<file path="src/rtl/spinit_pkg.sv">
// Shared constants and state encoding for the serial NAND power-up initializer.
// Assumes an 8-bit command byte and a 16-bit identity word.
package spinit_pkg;
    localparam int ID_W = 16;

    localparam logic [7:0] OP_DEV_RESET   = 8'hFF;
    localparam logic [7:0] OP_READ_IDENT  = 8'h9F;
    localparam logic [7:0] OP_SET_FEATURE = 8'h1F;
    localparam logic [7:0] FEAT_PROTECT   = 8'hA0;
    localparam logic [7:0] PROT_LOCKED    = 8'h38;
    localparam logic [7:0] PROT_OPEN      = 8'h00;

    typedef enum logic [3:0] {
        ST_START,
        ST_RST_A_ISSUE,
        ST_RST_A_WAIT,
        ST_GAP_A,
        ST_RST_B_ISSUE,
        ST_RST_B_WAIT,
        ST_GAP_B,
        ST_ID_ISSUE,
        ST_ID_WAIT,
        ST_ID_CHECK,
        ST_PROT_ISSUE,
        ST_PROT_WAIT,
        ST_READY,
        ST_BAD
    } seq_state_t;
endpackage

</file>
<file path="src/rtl/spinit_gap_timer.sv">
// Down-counter for the timed gaps between commands.
// A start pulse loads the length. The count then falls by one per cycle until it
// reaches zero, and `expired` is high while it is zero.
// Assumes start is never pulsed while a count is still running.
module spinit_gap_timer #(
    parameter int TW = 8
) (
    input  logic          clk,
    input  logic          rst_n,
    input  logic          start,
    input  logic [TW-1:0] load,
    output logic          expired
);
    logic [TW-1:0] cnt;

    // Load on start, otherwise count down to zero and hold there.
    always_ff @(posedge clk) begin
        if (!rst_n)
            cnt <= '0;
        else if (start)
            cnt <= load;
        else if (cnt != '0)
            cnt <= cnt - 1'b1;
    end

    assign expired = (cnt == '0);

    AST_NO_RESTART_WHILE_RUNNING: assert property (@(posedge clk) disable iff (!rst_n)
        start |-> expired);
endmodule

</file>
<file path="src/rtl/spinit_id_match.sv">
// Compares a captured identity against a parameter table of supported values.
// One comparator per table entry; the result is purely combinational.
module spinit_id_match #(
    parameter int NUM_IDS = 2,
    parameter int IDW     = 16,
    parameter logic [NUM_IDS*IDW-1:0] ID_TABLE = '0
) (
    input  logic [IDW-1:0] id_in,
    output logic           supported
);
    logic [NUM_IDS-1:0] hit;

    for (genvar g = 0; g < NUM_IDS; g++) begin : g_cmp
        // One exact comparison against table entry g.
        assign hit[g] = (id_in == ID_TABLE[g*IDW +: IDW]);
    end

    assign supported = |hit;
endmodule

</file>
<file path="src/rtl/spinit_powerup.sv">
// Serial NAND power-up sequencer.
// It runs reset, gap, reset, long gap, identity read, table match and
// protection write, then raises ready. A failed match stops the sequence.
// Assumes the external shift engine pulses rsp_done once per accepted command,
// and never before it has accepted that command.
module spinit_powerup
    import spinit_pkg::*;
#(
    parameter int RST_GAP_CYC = 62500,
    parameter int SETTLE_CYC  = 250000,
    parameter int NUM_IDS     = 2,
    parameter logic [NUM_IDS*16-1:0] ID_TABLE = {16'h2C13, 16'h2C12}
) (
    input  logic        clk,
    input  logic        rst_n,
    input  logic        ro_strap,
    output logic        cmd_valid,
    input  logic        cmd_ready,
    output logic [7:0]  cmd_opcode,
    output logic        cmd_addr_en,
    output logic [7:0]  cmd_addr,
    output logic        cmd_wr_en,
    output logic [7:0]  cmd_wdata,
    output logic [1:0]  cmd_rd_bytes,
    input  logic        rsp_done,
    input  logic [15:0] rsp_data,
    output logic        init_ready,
    output logic        id_unsupported,
    output logic [15:0] dev_id
);
    localparam int LONG_GAP = RST_GAP_CYC + SETTLE_CYC;
    localparam int TW       = $clog2(LONG_GAP + 1);

    seq_state_t    state, state_nx;
    logic          gap_start, gap_expired, id_ok;
    logic [TW-1:0] gap_load;

    // Start a gap when either reset command completes; the second gap is the long one.
    assign gap_start = rsp_done && (state == ST_RST_A_WAIT || state == ST_RST_B_WAIT);
    assign gap_load  = (state == ST_RST_A_WAIT) ? TW'(RST_GAP_CYC) : TW'(LONG_GAP);

    spinit_gap_timer #(.TW(TW)) u_gap (
        .clk     (clk),
        .rst_n   (rst_n),
        .start   (gap_start),
        .load    (gap_load),
        .expired (gap_expired)
    );

    spinit_id_match #(.NUM_IDS(NUM_IDS), .IDW(ID_W), .ID_TABLE(ID_TABLE)) u_match (
        .id_in     (dev_id),
        .supported (id_ok)
    );

    // Next-state logic for the fixed initialization chain.
    always_comb begin
        state_nx = state;
        unique case (state)
            ST_START:       state_nx = ST_RST_A_ISSUE;
            ST_RST_A_ISSUE: if (cmd_ready) state_nx = ST_RST_A_WAIT;
            ST_RST_A_WAIT:  if (rsp_done)  state_nx = ST_GAP_A;
            ST_GAP_A:       if (gap_expired) state_nx = ST_RST_B_ISSUE;
            ST_RST_B_ISSUE: if (cmd_ready) state_nx = ST_RST_B_WAIT;
            ST_RST_B_WAIT:  if (rsp_done)  state_nx = ST_GAP_B;
            ST_GAP_B:       if (gap_expired) state_nx = ST_ID_ISSUE;
            ST_ID_ISSUE:    if (cmd_ready) state_nx = ST_ID_WAIT;
            ST_ID_WAIT:     if (rsp_done)  state_nx = ST_ID_CHECK;
            ST_ID_CHECK:    state_nx = id_ok ? ST_PROT_ISSUE : ST_BAD;
            ST_PROT_ISSUE:  if (cmd_ready) state_nx = ST_PROT_WAIT;
            ST_PROT_WAIT:   if (rsp_done)  state_nx = ST_READY;
            ST_READY:       state_nx = ST_READY;
            ST_BAD:         state_nx = ST_BAD;
            default:        state_nx = ST_START;
        endcase
    end

    // State register.
    always_ff @(posedge clk) begin
        if (!rst_n) state <= ST_START;
        else        state <= state_nx;
    end

    // Capture the identity word when its read completes.
    always_ff @(posedge clk) begin
        if (!rst_n)
            dev_id <= '0;
        else if (state == ST_ID_WAIT && rsp_done)
            dev_id <= rsp_data;
    end

    // Command fields decoded from the current issue state.
    always_comb begin
        cmd_valid    = 1'b0;
        cmd_opcode   = 8'h00;
        cmd_addr_en  = 1'b0;
        cmd_addr     = 8'h00;
        cmd_wr_en    = 1'b0;
        cmd_wdata    = 8'h00;
        cmd_rd_bytes = 2'd0;
        unique case (state)
            ST_RST_A_ISSUE, ST_RST_B_ISSUE: begin
                cmd_valid  = 1'b1;
                cmd_opcode = OP_DEV_RESET;
            end
            ST_ID_ISSUE: begin
                cmd_valid    = 1'b1;
                cmd_opcode   = OP_READ_IDENT;
                cmd_addr_en  = 1'b1;
                cmd_rd_bytes = 2'd2;
            end
            ST_PROT_ISSUE: begin
                cmd_valid   = 1'b1;
                cmd_opcode  = OP_SET_FEATURE;
                cmd_addr_en = 1'b1;
                cmd_addr    = FEAT_PROTECT;
                cmd_wr_en   = 1'b1;
                cmd_wdata   = ro_strap ? PROT_LOCKED : PROT_OPEN;
            end
            default: ;
        endcase
    end

    assign init_ready     = (state == ST_READY);
    assign id_unsupported = (state == ST_BAD);

    AST_HOLD_UNTIL_TAKEN: assert property (@(posedge clk) disable iff (!rst_n)
        (cmd_valid && !cmd_ready) |=> (cmd_valid && $stable(cmd_opcode) && $stable(cmd_addr)));
    AST_DROP_AFTER_TAKEN: assert property (@(posedge clk) disable iff (!rst_n)
        (cmd_valid && cmd_ready) |=> !cmd_valid);
    AST_QUIET_DURING_GAP: assert property (@(posedge clk) disable iff (!rst_n)
        (!gap_expired) |-> !cmd_valid);
    AST_STOP_ON_UNKNOWN: assert property (@(posedge clk) disable iff (!rst_n)
        id_unsupported |=> (id_unsupported && !cmd_valid));
    AST_READY_STICKS: assert property (@(posedge clk) disable iff (!rst_n)
        init_ready |=> (init_ready && $stable(dev_id)));
    AST_READY_XOR_BAD: assert property (@(posedge clk) disable iff (!rst_n)
        !(init_ready && id_unsupported));
    AST_ID_FROM_RESPONSE: assert property (@(posedge clk) disable iff (!rst_n)
        (state == ST_ID_WAIT && rsp_done) |=> (dev_id == $past(rsp_data)));
endmodule

</file>
<file path="config.mk">
export PLATFORM = sky130hd
export DESIGN_NAME = spinit_powerup
export DESIGN_NICKNAME = d
export VERILOG_FILES = /design/src/rtl/spinit_pkg.sv /design/src/rtl/spinit_gap_timer.sv /design/src/rtl/spinit_id_match.sv /design/src/rtl/spinit_powerup.sv
export SDC_FILE = /design/constraint.sdc
export NUM_CORES = 1
export LEC_CHECK = 0
export CAP_MARGIN = 20
export CORE_MARGIN = 2
export CORE_UTILIZATION = 47
export DETAILED_ROUTE_END_ITERATION = 7
export PLACE_DENSITY = 0.78
export SYNTH_ARGS = -nofsm -noshare
export SYNTH_HDL_FRONTEND = slang
export SYNTH_SLANG_ARGS = --single-unit
</file>
<file path="constraint.sdc">
create_clock -name clk -period 2.5 [get_ports clk]
set_clock_uncertainty 0.05 [all_clocks]
set_input_delay 0.25 -clock clk [delete_from_list [all_inputs] [get_ports clk]]
set_output_delay 0.25 -clock clk [all_outputs]
set_load 0.01 [all_outputs]
</file>
# [Word-level counts from Yosys, hierarchy flattened]
# Index checks and enable logic that the tools add are counted.
# W data, S select, Z words.
[totals] ff_bits=39 mem_bits_ro=0 memories=0 latchBits=0 mem_bits_rw=0
[op_classes] mux=23 div=0 n_lt_le_gt_ge=0 shifts=0 n_bitwise=0 reduce_logical=12 n_eq_ne=25 add_sub_neg=1 mul=0
[op_table] operator="$mux W19" count=3
[op_table] operator="$pmux W4 S14" count=1
[op_table] operator="$mux W4" count=10
[op_table] operator="$eq A16 B14 Y1 const B" count=2
[op_table] operator="$eq A4 B4 Y1 const B" count=6
[op_table] operator="$pmux W8 S3" count=1
[op_table] operator="$ne A2 B2 Y1 const B" count=10
[op_table] operator="$logic_not A19 Y1" count=1
[op_table] operator="$reduce_bool A19 Y1" count=1
[op_table] operator="$sub A19 B1 Y19 const B" count=1
[op_table] operator="$eq A4 B3 Y1 const B" count=4
[op_table] operator="$mux W6" count=2
[op_table] operator="$reduce_and A10 Y1" count=1
[op_table] operator="$eq A4 B2 Y1 const B" count=2
[op_table] operator="$mux W8" count=1
[op_table] operator="$reduce_or A2 Y1" count=3
[op_table] operator="$eq A4 B1 Y1 const B" count=1
[op_table] operator="$logic_not A4 Y1" count=1
[op_table] operator="$reduce_or A4 Y1" count=1
[op_table] operator="$mux W1" count=3
[op_table] operator="$mux W3" count=1
[op_table] operator="$logic_and A1 B1 Y1" count=2
[op_table] operator="$mux W2" count=1
[op_table] operator="$reduce_bool A2 Y1" count=1
[op_table] operator="$logic_or A1 B1 Y1" count=1

# [Longest topological paths before layout]
# Gate-level depths: netlist (run 1).
[depth] depth_word=4 depth_mapped=8 mapped_depth_nobuf=7

# [Cells and area by module]
# A second synthesis (run 1) with hierarchy kept.
[hier_totals] cells_unflattened=308 hier_area_um2=2474.9
[by_module_without_submodules] module="spinit_powerup" seq_area_each_um2=400.4 cells_per_inst=166 n_inst=1 area_each_um2=1293.7
[by_module_without_submodules] module="spinit_gap_timer" seq_area_each_um2=380.4 cells_per_inst=137 n_inst=1 area_each_um2=1141.1
[by_module_without_submodules] module="spinit_id_match" seq_area_each_um2=0.0 cells_per_inst=5 n_inst=1 area_each_um2=40.0

# [Least setup slack after synthesis (run 1)]
# Ideal clock, no wire load.
[synth_path] path_kind="reg-to-reg" startpoint="reg u_gap.cnt[0]" endpoint="reg u_gap.cnt[8]" path_stages_with_launch=8 setup_time_ns=0.118 setup_slack_ns=0.557 arrival_time_ns=1.775 required_time_ns=2.332 synth_period_minus_slack_ns=1.943 n_path_buf=0 cell_sequence="dfxtp_1 inv_1 ha_1 or3b_2 or3_1 nor4b_2 xnor2_1 nor2_1"
[synth_via] elab_chain_len=3
[synth_rtl] element="from (decl)" line_no="spinit_gap_timer.sv:14" source="logic [TW-1:0] cnt;"
[synth_rtl] element="from (signal assigned)" line_no="spinit_gap_timer.sv:21" source="cnt <= load;"
[synth_rtl] element="from (signal assigned)" line_no="spinit_gap_timer.sv:23" source="cnt <= cnt - 1'b1;"
[synth_rtl] element="$sub A19 B1 Y19" line_no="spinit_gap_timer.sv:23"
[synth_rtl] element="$mux W19" line_no="spinit_gap_timer.sv:22" source="else if (cnt != '0)"
[synth_rtl] element="$mux W19" line_no="spinit_gap_timer.sv:20" source="else if (start)"
# Several ways; a longest one is shown, not always the timed one. The select of a mux whose other input is x is not followed.
# A chain may end at the register's enable or synchronous reset.

# [Worst setup path in the final report (run 1)]
[layout_path] startpoint="reg state[3]" endpoint="out cmd_opcode[4]"
[layout_via] elab_chain_len=3
[layout_rtl] element="from (decl)" line_no="spinit_powerup.sv:34" source="seq_state_t state, state_nx;"
[layout_rtl] element="from (signal assigned)" line_no="spinit_powerup.sv:80" source="else state <= state_nx;"
[layout_rtl] element="$eq A4 B1 Y1 or $eq A4 B3 Y1 (tied branches)" line_no="spinit_powerup.sv:100" source="unique case (state)"
[layout_rtl] element="$reduce_or A2 Y1"
[layout_rtl] element="$pmux W8 S3 (*)" line_no="spinit_powerup.sv:100"
[layout_rtl] element="to (decl)" line_no="spinit_powerup.sv:19" source="output logic [7:0] cmd_opcode,"
# Mark *: on every way between the ends. The rest lies on a longest branch, timed or not.

==> results by group, run 1 <==
Outcome
  – Status: complete, no violations

Critical path
  – Crit-path leading delay family: simple AND/OR/NAND/NOR gates
  – WS Path Type: reg -> out
  – Worst Path Required: between 2 and 2.5 ns
  – WP buf/inv: 1
  – CP startpoint kind: register
  – CP Cell Sequence: nand2b_1 > nor2_1 > or3_1 > clkdlybuf4s50_1
  – Crit path capture type: primary output
  – Largest stage delay on the critical path: approximately 0.5 ns
  – Slowest-stage cell, CP: clkdlybuf4s50_1
  – CP arrival: slightly above 2 ns
  – Crit Path Max Fanout: 9

CTS
  – Clk buf depth: 2
  – Post-CTS Setup Bufs: 0
  – CTS tree: built
  – Root Buffer: clkbuf_8
  – CTS sink cnt: 39
  – H-Tree Depth: 2
  – Total CTS buffers: 5
  – Hold_buf cts: 0
  – Clk Latency, worst-skew pair: between 0.2 and 0.3 ns
  – Worst-path clk slew: approximately 0.080 ns

Drt
  – Vias: 2,091
  – Initial DRT Pass Iterations: 4
  – Drt wl/cell: between 10 and 15 um
  – DR iter-0 viols: 152
  – Post-DRT Antenna Nets: 0
  – Vias/cell: around 5.4
  – Total wire length: between 5000 and 6000 um
  – DRC viols: 0

Final layout
  – Fin cells: 384
  – Area grow syn2layout: 28.0%
  – Number of diodes: 0
  – Share of cells above drive strength 1: between 10% and 20%
  – Final nets: between 300 and 400

Synthesis
  – Post-synth top area share: about a third
  – Cell with the most instances after synthesis: dfxtp_1
  – Top post-synthesis cells by count: dfxtp_1 (39), nor2_1 (32), buf_4 (23)
  – Post-Syn Instances: between 200 and 300
  – Warnings, synthesis: 0
  – FF+latch count, synth: 39
  – Yosys cell types: 63
  – Sequential area share after synthesis: 33.9%
  – Synth area leaders: dfxtp_1 (34%), buf_4 (7.5%), mux2i_1 (7.4%)
  – Post-synthesis cell area: ~2300 um^2
  – Post-synth top flop: dfxtp_1
  – EDFF count, synth: 0
  – Async SR Flop Fraction: 0%
  – Yosys top cell by area: dfxtp_1
  – Syn avg cell area: approximately 8.6 um^2

GRT
  – Gr usage total: about a fifth
  – Vias in the first global route: 1,882
  – Largest net degree at the start of global routing: 23
  – First-pass GRT wire length: roughly 8600 um
  – Initial antenna violation count: 0
  – GR Overflow Total: 0

STA
  – Highest Clock Rate: 429 MHz
  – Final hold slack: 0.432 ns
  – Slew HR: between 50% and 60%
  – RSZ-0062 raised after global routing: no
  – Fin. max-slew vios: 0
  – Final setup vio count: 0
  – Least-Margin Pin Slew: 0.723 ns
  – Min Tclk post-route: between 2 and 2.5 ns
  – Crit share post-route: 93.3%
  – Hold Vio Cnt, Final: 0
  – Setup_tns: 0 ns

Power and ir drop
  – Maximum VDD drop: approximately 400 uV
  – Leak: between 0.001 and 0.0015 uW
  – Power per standard cell area: 1060 nW/um^2

Floorplan
  – Die W: 74.0 um
  – Initial core utilization: between 40% and 50%
  – Core ar.: roughly 4700 um^2
  – Ports: 68
  – DIE AREA: roughly 5500 um^2
  – Die Span Y: about 74 um
  – Row cnt: 25

Worst hold path
  – Hold Crit Class: reg -> reg

Place
  – GPL Wtd Cong: approximately 0.9
  – HPWL Detailed: between 3000 and 4000 um
  – Inst Count DP: 376
  – I/O Buffers: between 50 and 60

Flow run
  – Max cap viols: 0
layout make-up:
cell class,instances,area (um^2)
inverters,7,26.3
repair buffers,64,618
fillers,420,1770
flip-flops and latches,39,782
multi-input cells,199,1300
clock buffers,5,68.8
well taps,67,83.8
clock inverters,3,67.6
final timing paths:
path         cells after the start                       from  slack (ns)                         to
min reg2reg                      2  u_gap.cnt[9]$_SDFFE_PN0P_        0.43  u_gap.cnt[9]$_SDFFE_PN0P_
max reg2reg                      7  u_gap.cnt[0]$_SDFFE_PN0P_        0.32  u_gap.cnt[8]$_SDFFE_PN0P_
min                              2  u_gap.cnt[9]$_SDFFE_PN0P_        0.43  u_gap.cnt[9]$_SDFFE_PN0P_
max                              4      state[3]$_SDFFE_PN0P_        0.17              cmd_opcode[4]
layer usage:
metal,vias to the layer above,GRT usage [%],part of all wire (%)
li1,1036,-,-
met1,973,24.7,44
met2,78,35.6,49
met3,4,4.07,5.7
met4,0,6.06,1.2
met5,-,0,0
registers in the layout, summed over array words and instances (netlist names):
signal	count
dev_id	16
state	4
u_gap.cnt	19
placed cells by master, fill, tap and decap left out, types with 2 or more instances in the layout:
cell type	netlist	routed
or2_2	3	3
buf_4	23	9
a21oi_1	13	13
a31oi_1	3	3
conb_1	1	12
nand2_1	11	11
nor2_1	32	32
xor2_1	3	3
ha_1	2	2
inv_1	7	7
or3_1	5	5
o221a_2	3	3
mux2i_1	17	17
a211oi_1	4	4
and3_1	3	3
clkbuf_8	1	5
xnor2_1	5	5
bufinv_16	0	2
nand2b_1	3	3
or4_1	6	6
o31ai_1	7	7
nor3_1	9	9
mux2_2	2	2
nand4_1	4	4
nor2b_1	3	3
clkdlybuf4s50_1	0	55
and2_1	2	2
nor3b_1	4	4
nor4_1	2	2
o21ai_2	2	2
o21ai_0	9	9
nand3_1	2	2
dfxtp_1	39	38
power by group:
group / switching (uW) / leakage [uW] / internal [uW] / total, uW
clock network: 236 / 0.0000644 / 398 / 634
registers: 181 / 0.000318 / 759 / 940
logic: 795 / 0.000829 / 755 / 1550
total: 1210 / 0.00121 / 1910 / 3120
worst reg2reg max path: cells and delay by family (launching register included):
kind / cells / cell delay, ns
flip-flops: 1 / 0.33
XOR/XNOR: 1 / 0.17
AND/OR/NAND/NOR: 4 / 1.20
adder cells (fa/ha/maj): 1 / 0.21
buffers and inverters: 1 / 0.11
metrics by stage:
stage                     power, uW  utilization, %  setup slack [ns]  cell area (um^2)
after floorplan                2100               -             0.557              2350
after global placement         2450            59.5             0.314              2810
after detailed placement       2480            59.5             0.282              2810
after CTS                      3130            62.4            0.0862              2950
after global routing           3370            62.4            0.0765              2950
final                          3120            62.4             0.168              2950
repair_timing:
item | in CTS | in global routing
endpoints found under the setup margin | 0 | 6
gates resized for setup | 0 | 1
hold endpoints to repair | 0 | 0
logic make-up after synthesis:
family | share of synthesized area (%)
AO/OA/AOI/OAI | 14.5
XOR/XNOR | 3.04
adder cells (fa/ha/maj) | 1.09
buffers and inverters | 11.4
flip-flops | 33.9
multiplexers | 8.36
other | 0.163
AND/OR/NAND/NOR | 27.6
Power figures use the tool's default switching activity.
==> inputs of run 2 (changes only) <==
--- a/config.mk
+++ b/config.mk
@@ -9,6 +9,7 @@
 export CORE_MARGIN = 2
 export CORE_UTILIZATION = 47
 export DETAILED_ROUTE_END_ITERATION = 7
+export HOLD_SLACK_MARGIN = 0.05
 export PLACE_DENSITY = 0.78
 export SYNTH_ARGS = -nofsm -noshare
 export SYNTH_HDL_FRONTEND = slang
==> results of run 2 <==
Same layout as run 1: the final DEF is identical, and so are final timing and power.
==> inputs of run 3 (changes only) <==
--- a/config.mk
+++ b/config.mk
@@ -11,6 +11,7 @@
 export DETAILED_ROUTE_END_ITERATION = 7
 export HOLD_SLACK_MARGIN = 0.05
 export PLACE_DENSITY = 0.78
+export SETUP_SLACK_MARGIN = 0.3
 export SYNTH_ARGS = -nofsm -noshare
 export SYNTH_HDL_FRONTEND = slang
 export SYNTH_SLANG_ARGS = --single-unit
==> results by group, run 3 (same netlist as run 1, synthesis figures left out) <==
Outcome
  – Status: complete, no violations (unchanged)

Place
  – HPWL Detailed: 3830 um (unchanged)
  – Inst Count DP: 376 (unchanged)
  – I/O Buffers: 55 (unchanged)
  – Post-Place Setup Slack: 0.282 ns (unchanged)
  – GPL Wtd Cong: 0.899 (unchanged)

CTS
  – Post-CTS Setup Bufs: 0 (unchanged)
  – H-Tree Depth: 2 (unchanged)
  – Hold_buf cts: 0 (unchanged)
  – Clk Latency, worst-skew pair: 0.29 ns (about the same)
  – CTS sink cnt: 39 (unchanged)
  – Total CTS buffers: 5 (unchanged)
  – Worst-path clk slew: 0.08 ns (about the same)
  – Clk buf depth: 2 (unchanged)
  – Root Buffer: clkbuf_8 (unchanged)
  – CTS tree: built (unchanged)

Drt
  – Post-DRT Antenna Nets: 0 (unchanged)
  – Vias: 2,077 (was 2,091)
  – Total wire length: 5240 um (was 5160 um)
  – Initial DRT Pass Iterations: 4 (unchanged)
  – Vias/cell: 5.41 (was 5.45)
  – DRC viols: 0 (unchanged)
  – Drt wl/cell: 13.6 um (was 13.4 um)
  – DR iter-0 viols: 172 (was 152)

Critical path
  – CP arrival: 2.27 ns (was 2.03 ns)
  – CP Capture Point: u_gap.cnt[8]$_SDFFE_PN0P_ (was cmd_opcode[4])
  – Worst Path Required: 2.63 ns (was 2.20 ns)
  – CP startpoint kind: register (unchanged)
  – Crit Reg-Reg Endpoint: u_gap.cnt[8]$_SDFFE_PN0P_ (unchanged)
  – Crit Path Max Fanout: 4 (was 9)
  – Crit path launch: u_gap.cnt[0]$_SDFFE_PN0P_ (was state[3]$_SDFFE_PN0P_)
  – Reg2reg path depth: 7 (unchanged)
  – Crit path capture type: register (was primary output)
  – WS Path Type: reg -> reg (was reg -> out)
  – RR Startpoint: u_gap.cnt[0]$_SDFFE_PN0P_ (unchanged)
  – Setup slack, reg-to-reg: 0.37 ns (was 0.32 ns)

Final layout
  – Largest register FFs: 19 (unchanged)
  – Most frequent cells in the layout: clkdlybuf4s50_1 (49), dfxtp_1 (35), nor2_1 (31), mux2i_1 (17), a21oi_1 (13) (was clkdlybuf4s50_1 (55), dfxtp_1 (38), nor2_1 (32), mux2i_1 (17), a21oi_1 (13))
  – Final nets: 339 (unchanged)
  – Most flops, register: u_gap.cnt (unchanged)
  – Fin cells: 384 (unchanged)
  – Number of diodes: 0 (unchanged)
  – Commonest non-fill, non-tap cell in the layout: clkdlybuf4s50_1 (unchanged)
  – Area grow syn2layout: 29.4% (was 28.0%)
  – Share of cells above drive strength 1: 15.1% (was 12.6%)
  – Biggest regs: u_gap.cnt (19), dev_id (16), state (4) (unchanged)

GRT
  – First-pass GRT wire length: 8630 um (unchanged)
  – Gr usage total: 20.2% (unchanged)
  – Largest net degree at the start of global routing: 23 (unchanged)
  – Vias in the first global route: 1,882 (unchanged)
  – GR Overflow Total: 0 (unchanged)
  – Initial antenna violation count: 0 (unchanged)

STA
  – Crit share post-route: 85.4% (was 93.3%)
  – Highest Clock Rate: 469 MHz (was 429 MHz)
  – Setup_tns: 0 ns (unchanged)
  – Fin. max-slew vios: 0 (unchanged)
  – Slew HR: 50.4% (was 51.7%)
  – Final setup vio count: 0 (unchanged)
  – Least-Margin Pin Slew: 0.743 ns (was 0.723 ns)
  – Setup slack after layout: 0.366 ns (was 0.168 ns)
  – Hold Vio Cnt, Final: 0 (unchanged)
  – Min Tclk post-route: 2.13 ns (was 2.33 ns)
  – RSZ-0062 raised after global routing: no (unchanged)

Floorplan
  – Core ar.: 4720 um^2 (unchanged)
  – Die W: 74.0 um (unchanged)
  – Die Span Y: 74.0 um (unchanged)
  – Ports: 68 (unchanged)
  – Initial core utilization: 48.8% (unchanged)
  – Row cnt: 25 (unchanged)
  – DIE AREA: 5480 um^2 (unchanged)

Flow run
  – Max cap viols: 0 (unchanged)

Worst hold path
  – Hold Crit Class: reg -> reg (unchanged)

Power and ir drop
  – Maximum VDD drop: 413 uV (was 408 uV)
  – Leak: 0.00124 uW (was 0.00121 uW)
  – Power per standard cell area: 1060 nW/um^2 (about the same)
run 3: cell count changes in the layout (fill, tap and decap cells not counted), sizes merged:
cell | before | now
clkdlybuf4s50 | 55 | 49
dlygate4sd2 | 0 | 6
run 3: area by class of cell:
cell class,instances,area (um^2)
fillers,411,1740
inverters,7,26.3
well taps,67,83.8
multi-input cells,199,1340
clock inverters,3,67.6
clock buffers,5,68.8
flip-flops and latches,39,786
repair buffers,64,611
run 3: routing by layer:
layer  wire (um)  part of all wire, %  up-vias  track usage (%)
met1        2290                   44      968             24.7
met4          69                  1.3        0             6.06
met2        2580                   49       73             35.6
met5           0                    0        -                0
li1            -                    -     1030                -
met3         299                  5.7        6             4.07
run 3: critical path, cell delays in order (launching register included):
cell	delay, ns
dfxtp_2	0.34
inv_1	0.11
ha_2	0.21
or3b_2	0.48
or3_4	0.36
nor4b_4	0.25
xnor2_1	0.16
nor2_1	0.06
run 3: worst min-delay path by stage:
stage / slack, ns / end / depth (start not counted) / start
2_1_floorplan: 0.34 / dev_id[0]$_SDFFE_PN0P_ / 2 / rsp_data[0]
3_3_place_gp: 0.42 / u_gap.cnt[9]$_SDFFE_PN0P_ / 2 / u_gap.cnt[9]$_SDFFE_PN0P_
3_5_place_dp: 0.42 / u_gap.cnt[9]$_SDFFE_PN0P_ / 2 / u_gap.cnt[9]$_SDFFE_PN0P_
4_1_cts: 0.43 / u_gap.cnt[9]$_SDFFE_PN0P_ / 2 / u_gap.cnt[9]$_SDFFE_PN0P_
5_1_grt: 0.48 / u_gap.cnt[9]$_SDFFE_PN0P_ / 2 / u_gap.cnt[9]$_SDFFE_PN0P_
6_report: 0.43 / u_gap.cnt[9]$_SDFFE_PN0P_ / 2 / u_gap.cnt[9]$_SDFFE_PN0P_
run 3: timing repair:
action                     CTS  global route
cloned                       0             0
resized for setup            9             8
setup endpoints to repair   11             8
hold endpoints to repair     0             0
pin swaps                    0             1
run 3: stage by stage:
| stage | hold WS [ns] | total power, uW | util, % | area (um^2) |
|---|---|---|---|---|
| after CTS | 0.429 | 3080 | 62.3 | 2940 |
| after detailed placement | 0.419 | 2480 | 59.5 | 2810 |
| after global placement | 0.420 | 2450 | 59.5 | 2810 |
| after global routing | 0.477 | 3400 | 63.2 | 2980 |
| final | 0.431 | 3160 | 63.2 | 2980 |
| after floorplan | 0.344 | 2100 | - | 2350 |
run 3: where the power goes:
group	switching (uW)	internal, uW	leakage [uW]
Combinational	825	751	0.000857
Clock	233	398	0.0000644
Sequential	189	761	0.000319
